[config.mk]
export PLATFORM = sky130hd
export DESIGN_NAME = tmr_global64
export DESIGN_NICKNAME = d
export VERILOG_FILES = /design/src/rtl/tmr_pkg.sv /design/src/rtl/tmr_count64.sv /design/src/rtl/tmr_match.sv /design/src/rtl/tmr_global64.sv
export SDC_FILE = /design/constraint.sdc
export NUM_CORES = 1
export LEC_CHECK = 0
export BUFFER_PORTS_ARGS = -buffer_cell sky130_fd_sc_hd__buf_2
export CAP_MARGIN = 20
export CELL_PAD_IN_SITES_DETAIL_PLACEMENT = 2
export CELL_PAD_IN_SITES_GLOBAL_PLACEMENT = 2
export CORE_AREA = 2 2 199 201
export CTS_CLUSTER_DIAMETER = 40
export CTS_CLUSTER_SIZE = 16
export DETAILED_ROUTE_END_ITERATION = 16
export DIE_AREA = 0 0 201 203
export GPL_TIMING_DRIVEN = 0
export PLACE_DENSITY_LB_ADDON = 0.1
export SLEW_MARGIN = 20
export SYNTH_ARGS = -nofsm -noshare
export SYNTH_HDL_FRONTEND = slang
export SYNTH_HIERARCHICAL = 1
export SYNTH_SLANG_ARGS = --single-unit
export TNS_END_PERCENT = 30
[constraint.sdc]
create_clock -name clk -period 4.2 [get_ports clk]
set_input_delay 0.84 -clock clk [delete_from_list [all_inputs] [get_ports clk]]
set_output_delay 0.84 -clock clk [all_outputs]
set_load 0.01 [all_outputs]
[src/rtl/tmr_pkg.sv]
package tmr_pkg;
    localparam int unsigned DW = 32;

    // word index = byte address [4:2]
    typedef enum logic [2:0] {
        W_CLO  = 3'd0,
        W_CHI  = 3'd1,
        W_CTL  = 3'd2,
        W_STS  = 3'd3,
        W_MLO  = 3'd4,
        W_MHI  = 3'd5,
        W_STEP = 3'd6,
        W_NONE = 3'd7
    } word_e;

    typedef enum logic {
        EV_QUIET  = 1'b0,
        EV_RAISED = 1'b1
    } ev_state_e;

    typedef struct packed {
        logic step_mode;
        logic irq_en;
        logic cmp_en;
        logic run;
    } ctl_t;
endpackage

[src/rtl/tmr_count64.sv]
module tmr_count64 #(
    parameter int HW = 32
) (
    input  logic             clk,
    input  logic             rst_n,
    input  logic             run,
    input  logic             ld_lo,
    input  logic             ld_hi,
    input  logic [HW-1:0]    ld_val,
    output logic [2*HW-1:0]  cnt
);
    localparam int CW = 2 * HW;

    always_ff @(posedge clk) begin
        if (!rst_n)
            cnt <= '0;
        else if (ld_lo)
            cnt[HW-1:0] <= ld_val;
        else if (ld_hi)
            cnt[CW-1:HW] <= ld_val;
        else if (run)
            cnt <= cnt + {{(CW-1){1'b0}}, 1'b1};
    end


    cnt_step_chk: assert property (@(posedge clk) disable iff (!rst_n)
        (run && !ld_lo && !ld_hi) |=> cnt == $past(cnt) + {{(CW-1){1'b0}}, 1'b1});


    cnt_hold_chk: assert property (@(posedge clk) disable iff (!rst_n)
        (!run && !ld_lo && !ld_hi) |=> $stable(cnt));


    cnt_load_chk: assert property (@(posedge clk) disable iff (!rst_n)
        ld_lo |=> (cnt[HW-1:0] == $past(ld_val)) && (cnt[CW-1:HW] == $past(cnt[CW-1:HW])));
endmodule

[src/rtl/tmr_match.sv]
module tmr_match
    import tmr_pkg::*;
#(
    parameter int HW = 32
) (
    input  logic             clk,
    input  logic             rst_n,
    input  logic [2*HW-1:0]  cnt,
    input  logic             cmp_en,
    input  logic             step_mode,
    input  logic [HW-1:0]    step_val,
    input  logic             ld_lo,
    input  logic             ld_hi,
    input  logic [HW-1:0]    ld_val,
    input  logic             clr,
    output logic [2*HW-1:0]  cmp,
    output logic             flag
);
    localparam int CW = 2 * HW;

    ev_state_e state, state_nx;
    logic      hit;

    assign hit = cmp_en && (cnt >= cmp);

    always_ff @(posedge clk) begin
        if (!rst_n)
            cmp <= '0;
        else if (ld_lo)
            cmp[HW-1:0] <= ld_val;
        else if (ld_hi)
            cmp[CW-1:HW] <= ld_val;
        else if (hit && step_mode)
            cmp <= cmp + {{HW{1'b0}}, step_val};
    end

    always_ff @(posedge clk) begin
        if (!rst_n)
            state <= EV_QUIET;
        else
            state <= state_nx;
    end

    always_comb begin
        state_nx = state;
        unique case (state)
            EV_QUIET:  if (hit) state_nx = EV_RAISED;
            EV_RAISED: if (clr && !hit) state_nx = EV_QUIET;
            default:   state_nx = EV_QUIET;
        endcase
    end

    always_comb begin
        flag = 1'b0;
        unique case (state)
            EV_QUIET:  flag = 1'b0;
            EV_RAISED: flag = 1'b1;
            default:   flag = 1'b0;
        endcase
    end


    ev_set_chk: assert property (@(posedge clk) disable iff (!rst_n)
        (cmp_en && (cnt >= cmp)) |=> flag);


    ev_keep_chk: assert property (@(posedge clk) disable iff (!rst_n)
        (flag && !clr) |=> flag);


    cmp_adv_chk: assert property (@(posedge clk) disable iff (!rst_n)
        (hit && step_mode && !ld_lo && !ld_hi) |=> cmp == $past(cmp) + {{HW{1'b0}}, $past(step_val)});
endmodule

[src/rtl/tmr_global64.sv]
module tmr_global64
    import tmr_pkg::*;
#(
    parameter int AW = 5
) (
    input  logic          clk,
    input  logic          rst_n,
    input  logic          bus_we,
    input  logic [AW-1:0] bus_addr,
    input  logic [31:0]   bus_wdata,
    output logic [31:0]   bus_rdata,
    output logic          irq
);
    localparam int HW = DW;
    localparam int CW = 2 * HW;

    ctl_t          ctl;
    logic [HW-1:0] step_q;
    logic [CW-1:0] cnt, cmp;
    logic          flag, aligned;
    word_e         widx;

    assign aligned = (bus_addr[1:0] == 2'b00);
    assign widx    = word_e'(bus_addr[4:2]);

    logic wr_clo, wr_chi, wr_ctl, wr_sts, wr_mlo, wr_mhi, wr_step;
    assign wr_clo  = bus_we && aligned && (widx == W_CLO);
    assign wr_chi  = bus_we && aligned && (widx == W_CHI);
    assign wr_ctl  = bus_we && aligned && (widx == W_CTL);
    assign wr_sts  = bus_we && aligned && (widx == W_STS);
    assign wr_mlo  = bus_we && aligned && (widx == W_MLO);
    assign wr_mhi  = bus_we && aligned && (widx == W_MHI);
    assign wr_step = bus_we && aligned && (widx == W_STEP);

    always_ff @(posedge clk) begin
        if (!rst_n) begin
            ctl    <= '0;
            step_q <= '0;
        end else begin
            if (wr_ctl)  ctl    <= ctl_t'(bus_wdata[3:0]);
            if (wr_step) step_q <= bus_wdata;
        end
    end

    tmr_count64 #(.HW(HW)) u_cnt (
        .clk    (clk),
        .rst_n  (rst_n),
        .run    (ctl.run),
        .ld_lo  (wr_clo),
        .ld_hi  (wr_chi),
        .ld_val (bus_wdata),
        .cnt    (cnt)
    );

    tmr_match #(.HW(HW)) u_match (
        .clk       (clk),
        .rst_n     (rst_n),
        .cnt       (cnt),
        .cmp_en    (ctl.cmp_en),
        .step_mode (ctl.step_mode),
        .step_val  (step_q),
        .ld_lo     (wr_mlo),
        .ld_hi     (wr_mhi),
        .ld_val    (bus_wdata),
        .clr       (wr_sts && bus_wdata[0]),
        .cmp       (cmp),
        .flag      (flag)
    );

    always_comb begin
        bus_rdata = '0;
        if (aligned) begin
            unique case (widx)
                W_CLO:   bus_rdata = cnt[HW-1:0];
                W_CHI:   bus_rdata = cnt[CW-1:HW];
                W_CTL:   bus_rdata = {28'd0, ctl};
                W_STS:   bus_rdata = {31'd0, flag};
                W_MLO:   bus_rdata = cmp[HW-1:0];
                W_MHI:   bus_rdata = cmp[CW-1:HW];
                W_STEP:  bus_rdata = step_q;
                W_NONE:  bus_rdata = '0;
                default: bus_rdata = '0;
            endcase
        end
    end

    assign irq = flag && ctl.irq_en;


    irq_gate_chk: assert property (@(posedge clk) disable iff (!rst_n)
        irq |-> (u_match.state == EV_RAISED));


    ctl_rb_chk: assert property (@(posedge clk) disable iff (!rst_n)
        wr_ctl |=> ctl == $past(bus_wdata[3:0]));
endmodule

# [After elaboration in Yosys (flattened, before gate mapping)]
# Index checks and enable logic that the tools add are counted.
[word_totals] input_bits=40 ff_bits=165 out_inout_bits=33
[classes] n_mux=14 bitwise_logic=3 n_eq_ne=9 reduce_logical=24 addsub=2 n_lt_le_gt_ge=1
[op_table] operator="$pmux W32 S8" count=1
[op_table] operator="$mux W32" count=7
[op_table] operator="$mux W64" count=2
[op_table] operator="$add A64 B1 Y64 const B" count=1
[op_table] operator="$add A64 B32 Y64" count=1
[op_table] operator="$ge A64 B64 Y1" count=1
[op_table] operator="$logic_and A1 B1 Y1" count=13
[op_table] operator="$eq A3 B3 Y1 const B" count=4
[op_table] operator="$reduce_and A2 Y1" count=4
[op_table] operator="$reduce_bool A2 Y1" count=4
[op_table] operator="$eq A3 B2 Y1 const B" count=2
[op_table] operator="$ne A2 B1 Y1 const B" count=2
[op_table] operator="$pmux W1 S2" count=2
[op_table] operator="$eq A3 B1 Y1 const B" count=1
[op_table] operator="$logic_not A3 Y1" count=1
[op_table] operator="$not A1 Y1" count=3
[op_table] operator="$logic_not A2 Y1" count=1
[op_table] operator="$mux W1" count=2
[op_table] operator="$logic_not A1 Y1" count=1

# [Depth between registers and ports, before layout]
[logic_depth] depth_word=7 ltp_mapped=13

# [Modules after synthesis]
# The synthesis kept the hierarchy.
[modules_own_cells] module="tmr_match" n_inst=1 area_per_inst_um2=7111.8 cells_each=958
[modules_own_cells] module="tmr_count64" n_inst=1 area_per_inst_um2=4070.2 cells_each=555
[modules_own_cells] module="tmr_global64" n_inst=1 area_per_inst_um2=2946.6 cells_each=399

# [Worst setup path after synthesis]
# Ideal clock, no wire load.
[synth_timing] path_type="input to register" start="input port bus_addr[2]" end="register u_cnt.cnt[26]" t_required_ns=4.077 cell_stages=11 n_path_buf=3 arrival_ns=3.249 setup_slack_ns=0.828 setup_ns=0.123 path_cell_list="buf_4 > buf_1 > nand3_1 > nor3_1 > buf_2 > nand2b_1 > or4_1 > nor3_1 > nand3_1 > a221oi_1 > nor2_1"
[synth_between] elab_chain_cells=4 elab_cells_between_ends=8 cone_classes="2 x eq/ne; 1 x mux; 5 x reduce/logical"
[synth_rtl] item="start, declared" line="tmr_global64.sv:9" source="input logic [AW-1:0] bus_addr,"
[synth_rtl] item="$eq A3 B1 Y1" line="tmr_global64.sv:28" source="assign wr_chi = bus_we && aligned && (widx == W_CHI);"
[synth_rtl] item="$logic_and A1 B1 Y1" line="tmr_global64.sv:28"
[synth_rtl] item="named net wr_chi" line="tmr_global64.sv:26" source="logic wr_clo, wr_chi, wr_ctl, wr_sts, wr_mlo, wr_mhi, wr_step;"
[synth_rtl] item="$ne A2 B1 Y1 (no source line)"
[synth_rtl] item="$reduce_and A2 Y1 (no source line)"
[synth_rtl] item="end signal, assigned by index" line="tmr_count64.sv:18" source="cnt[HW-1:0] <= ld_val;"
[synth_rtl] item="end signal, assigned by index" line="tmr_count64.sv:20" source="cnt[CW-1:HW] <= ld_val;"
[synth_rtl] item="end signal, assigned" line="tmr_count64.sv:22" source="cnt <= cnt + {{(CW-1){1'b0}}, 1'b1};"
[synth_rtl] item="end, declared" line="tmr_count64.sv:10" source="output logic [2*HW-1:0] cnt"
# The timed path passes the listed nets, and every way through them passes these cells.
# A chain may end at the register's enable or synchronous reset.

# [Worst setup path after layout]
[layout_timing] start="register u_match.cmp[13]" end="register u_match.cmp[58]"
[layout_between] elab_chain_cells=5 elab_cells_between_ends=8 cone_classes="1 x add/sub; 1 x order compare; 2 x mux; 4 x reduce/logical"
[layout_rtl] item="start, declared" line="tmr_match.sv:16" source="output logic [2*HW-1:0] cmp,"
[layout_rtl] item="start signal, assigned by index" line="tmr_match.sv:30" source="cmp[HW-1:0] <= ld_val;"
[layout_rtl] item="start signal, assigned by index" line="tmr_match.sv:32" source="cmp[CW-1:HW] <= ld_val;"
[layout_rtl] item="start signal, assigned" line="tmr_match.sv:34" source="cmp <= cmp + {{HW{1'b0}}, step_val};"
[layout_rtl] item="$ge A64 B64 Y1" line="tmr_match.sv:24" source="assign hit = cmp_en && (cnt >= cmp);"
[layout_rtl] item="$logic_and A1 B1 Y1" line="tmr_match.sv:24"
[layout_rtl] item="$logic_and A1 B1 Y1" line="tmr_match.sv:33" source="else if (hit && step_mode)"
[layout_rtl] item="$reduce_bool A2 Y1 (no source line)"
[layout_rtl] item="$reduce_and A2 Y1 (no source line)"
# Parallel ways exist; a longest one is shown, timed or not. The select of a mux whose other input is x is not followed.

==> impl_results.md <==
- Status: finished, final reports clean
- EDFF count, synth: 0
- GR Overflow Total: 0
- Yosys top cell by area: dfxtp_1
- Met1 usage: 52.5%
- CP max FO: 10
- Vias/cell: 6.58
- Register area share after synthesis: 23.4%
- Fin Setup TNS: 0 ns
- CTS tree: done
- Critical path endpoint category: flop
- Clk_skew: 0.0161 ns
- CTS Buf Count: 17
- Die width: 201 um
- First-pass GRT wire length: 118 mm
- Routed wire length: 82.2 mm
- Share of cells above drive strength 1: 9.48%
- Net switching power: 1460 uW
- Fillers: 4,594
- Largest net degree at the start of global routing: 17
- Final setup violation count: 0
- Final Instance Count excl. Fillers: 2,535
- Compound-cell area share of the yosys netlist: 27.7%
- Adder-Cell Fraction of Synth Area: 8.73%
- Multiplexer share of the synthesized area: 5.95%
- Count of pins over their slew limit: 0
- Most frequent cell after synthesis: nand2_1
- Synth Area in XOR/XNOR: 3.41%
- CP Launch Type: flop
- Synthesis-to-layout area growth: 11.7%
- Initial antenna violation count: 3
- Max cap viols: 0
- Site row count: 72
- Netlist cell types: 96
- Worst-margin pin slew: 1.15 ns
- Post-CTS Hold Fix Bufs: 0
- CP required: 4.56 ns
- Maximum VDD drop: 0.304 mV
- Post-synthesis simple-gate area fraction: 23.2%
- CTS root buf: clkbuf_16
- Detail Placement HPWL: 63.4 mm
- Mapped Cells: 1,912
- Ys Warns: 6
- Placer Congestion: 0.948
- Cells after DPL: 2,500
- Final Hold Viols: 0
- Clock sinks: 165
- Antenna Violating Nets Remaining: 0
- Drt first pass iters: 5
- Gate power share: 17.7%
- Vias: 16,670
- Port Buffers: 70
- Leakage power: 0.00568 uW
- Core Util, Final: 41.0%
- Post-Syn Area per Cell: 7.39 um^2
- H-tree lvl count: 4
- Residual DRC: 0
- GR Util All Layers: 39.9%
- Die area: 40,800 um^2
- Synth Net Count: 2,050
- Drt wl/cell: 32.4 um
- Top_reg_cell synth: dfxtp_1
- Initial Util: 36.7%
- Flops & latches, synth: 165
- Fraction of registers with async set or reset after synthesis: 0%
- Internal power: 2760 uW
- Skew-Pair Late Insertion Delay: 0.51 ns
- Fin crit share: 98.2%
- Clk slew on worst S/H paths: 0.08 ns
- RSZ-0062 raised after global routing: false
- GRT busiest layer: met2
- Layout Nets: 2,141
- Vias in the first global route: 16,932
- Post-synthesis cell area: 14,100 um^2
- IO Pins: 73
- Met3 Use GR: 6.40%
- Post-synth top area share: 23.4%
- Rel. slew slack: 23.3%
- DR iter-0 viols: 1,484
- Min Tclk post-route: 4.12 ns
- Pwr dens: 268 nW/um^2
- GR Util met2: 61.0%
- Die Height: 203 um
- Seq pwr share: 40.9%
- Leading cell types by count after synthesis: 240 x nand2_1, 198 x a21oi_1, 165 x dfxtp_1
- Critical path arrival: 4.49 ns
- Clock Tree Buf Depth: 2
- Main combinational cell family by area after synthesis: compound AO/OA/AOI/OAI gates
- Clock Power Share: 41.3%
- Max Clk Rate: 243 MHz
- Critical path class: flop to flop
- Hold Path Class: flop to flop
- Dominant cells by area after synthesis: dfxtp_1 23%, ha_1 8.6%, a21oi_1 7.0%
- Net switching share of the total power: 34.5%
- Core area: 38,500 um^2
## state kept, by name (all words and copies together) (netlist names)
register       count
u_match/state      1
step_q            32
u_match/cmp       64
ctl                4
u_cnt/cnt         64
## kinds of logic after synthesis
| family | after synthesis |
|---|---|
| flops | 165 |
| buf+inv | 250 |
| fa+ha+maj | 98 |
| xor+xnor | 55 |
| simple gates | 666 |
| mux | 84 |
| compound gates | 594 |
## worst paths after layout
path | from | end | slack [ns] | depth (start not counted)
worst max-delay path | u_match/cmp[13] | u_match/cmp[58] | 0.08 | 13
worst min register to register | ctl[2] | ctl[2] | 0.49 | 2
worst min-delay path | ctl[2] | ctl[2] | 0.49 | 2
worst max register to register | u_match/cmp[13] | u_match/cmp[58] | 0.08 | 13
## cell usage in the layout (no fill, tap or decap), drive strengths merged, types with 8 or more instances in the layout
cell	count
nand2	240
a21oi	199
dfxtp	165
nor2	137
o21ai	135
inv	127
buf	118
clkbuf	98
ha	97
mux2i	84
nand3	62
nand4	57
nor3	37
and3	36
xor2	31
a221o	28
a31oi	25
xnor2	24
a211oi	22
o22ai	19
nor4	18
o211ai	16
o31a	12
nor2b	11
nand2b	11
a22o	11
a21o	11
or4	10
o31ai	10
o21a	10
a32o	10
and2	9
or3	9
a221oi	9
and4	8
## timing repair
item                       4_1_cts  5_1_grt
pin swaps                        0        1
buffers inserted                 0        2
gates resized for setup          1        5
cloned                           0        0
setup endpoints to repair        8       17
## critical path, cell delays in order (launching register included)
cell	delay, ns
dfxtp_1	0.51
inv_1	0.12
ha_1	0.33
a21oi_1	0.17
nor2_1	0.08
a2111oi_0	0.63
nand4_1	0.40
a2111oi_2	0.54
nand2_1	0.29
a32o_1	0.35
buf_6	0.15
buf_6	0.16
a21oi_1	0.20
nor3_2	0.06
## cell type report
class                      instances  area [um^2]  area share (%)
buffer                           127          616            3.90
antenna                            2         5.00          0.0317
sequential                       165         3300            20.9
tap                              518          648            4.11
multi-input combinational       1497         9770            61.9
timing repair buffer              72          378            2.39
clock buffer                      17          425            2.70
clock inverter                    14          174            1.10
inverter                         123          462            2.93
## per-layer routing
| layer | share of wire [%] | vias up | wire, um |
|---|---|---|---|
| met5 | 0 | - | 0 |
| met4 | 6.7 | 0 | 5500 |
| met3 | 7.6 | 186 | 6260 |
| met1 | 43 | 8496 | 35100 |
| met2 | 43 | 773 | 35400 |
| li1 | - | 7215 | - |
## power by group through the flow
stage	clock, uW	combinational, uW	sequential, uW
after CTS	1770	714	1730
after global routing	1820	783	1730
after detailed placement	0	705	1760
final	1750	749	1730
after floorplan	0	391	1690
after global placement	0	677	1760
## metrics by stage
step | hold slack, ns | total power, uW | setup slack (ns) | area [um^2]
2_1_floorplan | 0.447 | 2080 | 0.828 | 14100
3_3_place_gp | 0.463 | 2440 | -0.365 | 15100
3_5_place_dp | 0.471 | 2470 | -0.441 | 15100
4_1_cts | 0.488 | 4210 | 0.0851 | 15700
5_1_grt | 0.508 | 4340 | 0.0319 | 15800
6_report | 0.486 | 4220 | 0.0766 | 15800
(Power assumes the default switching activity.)
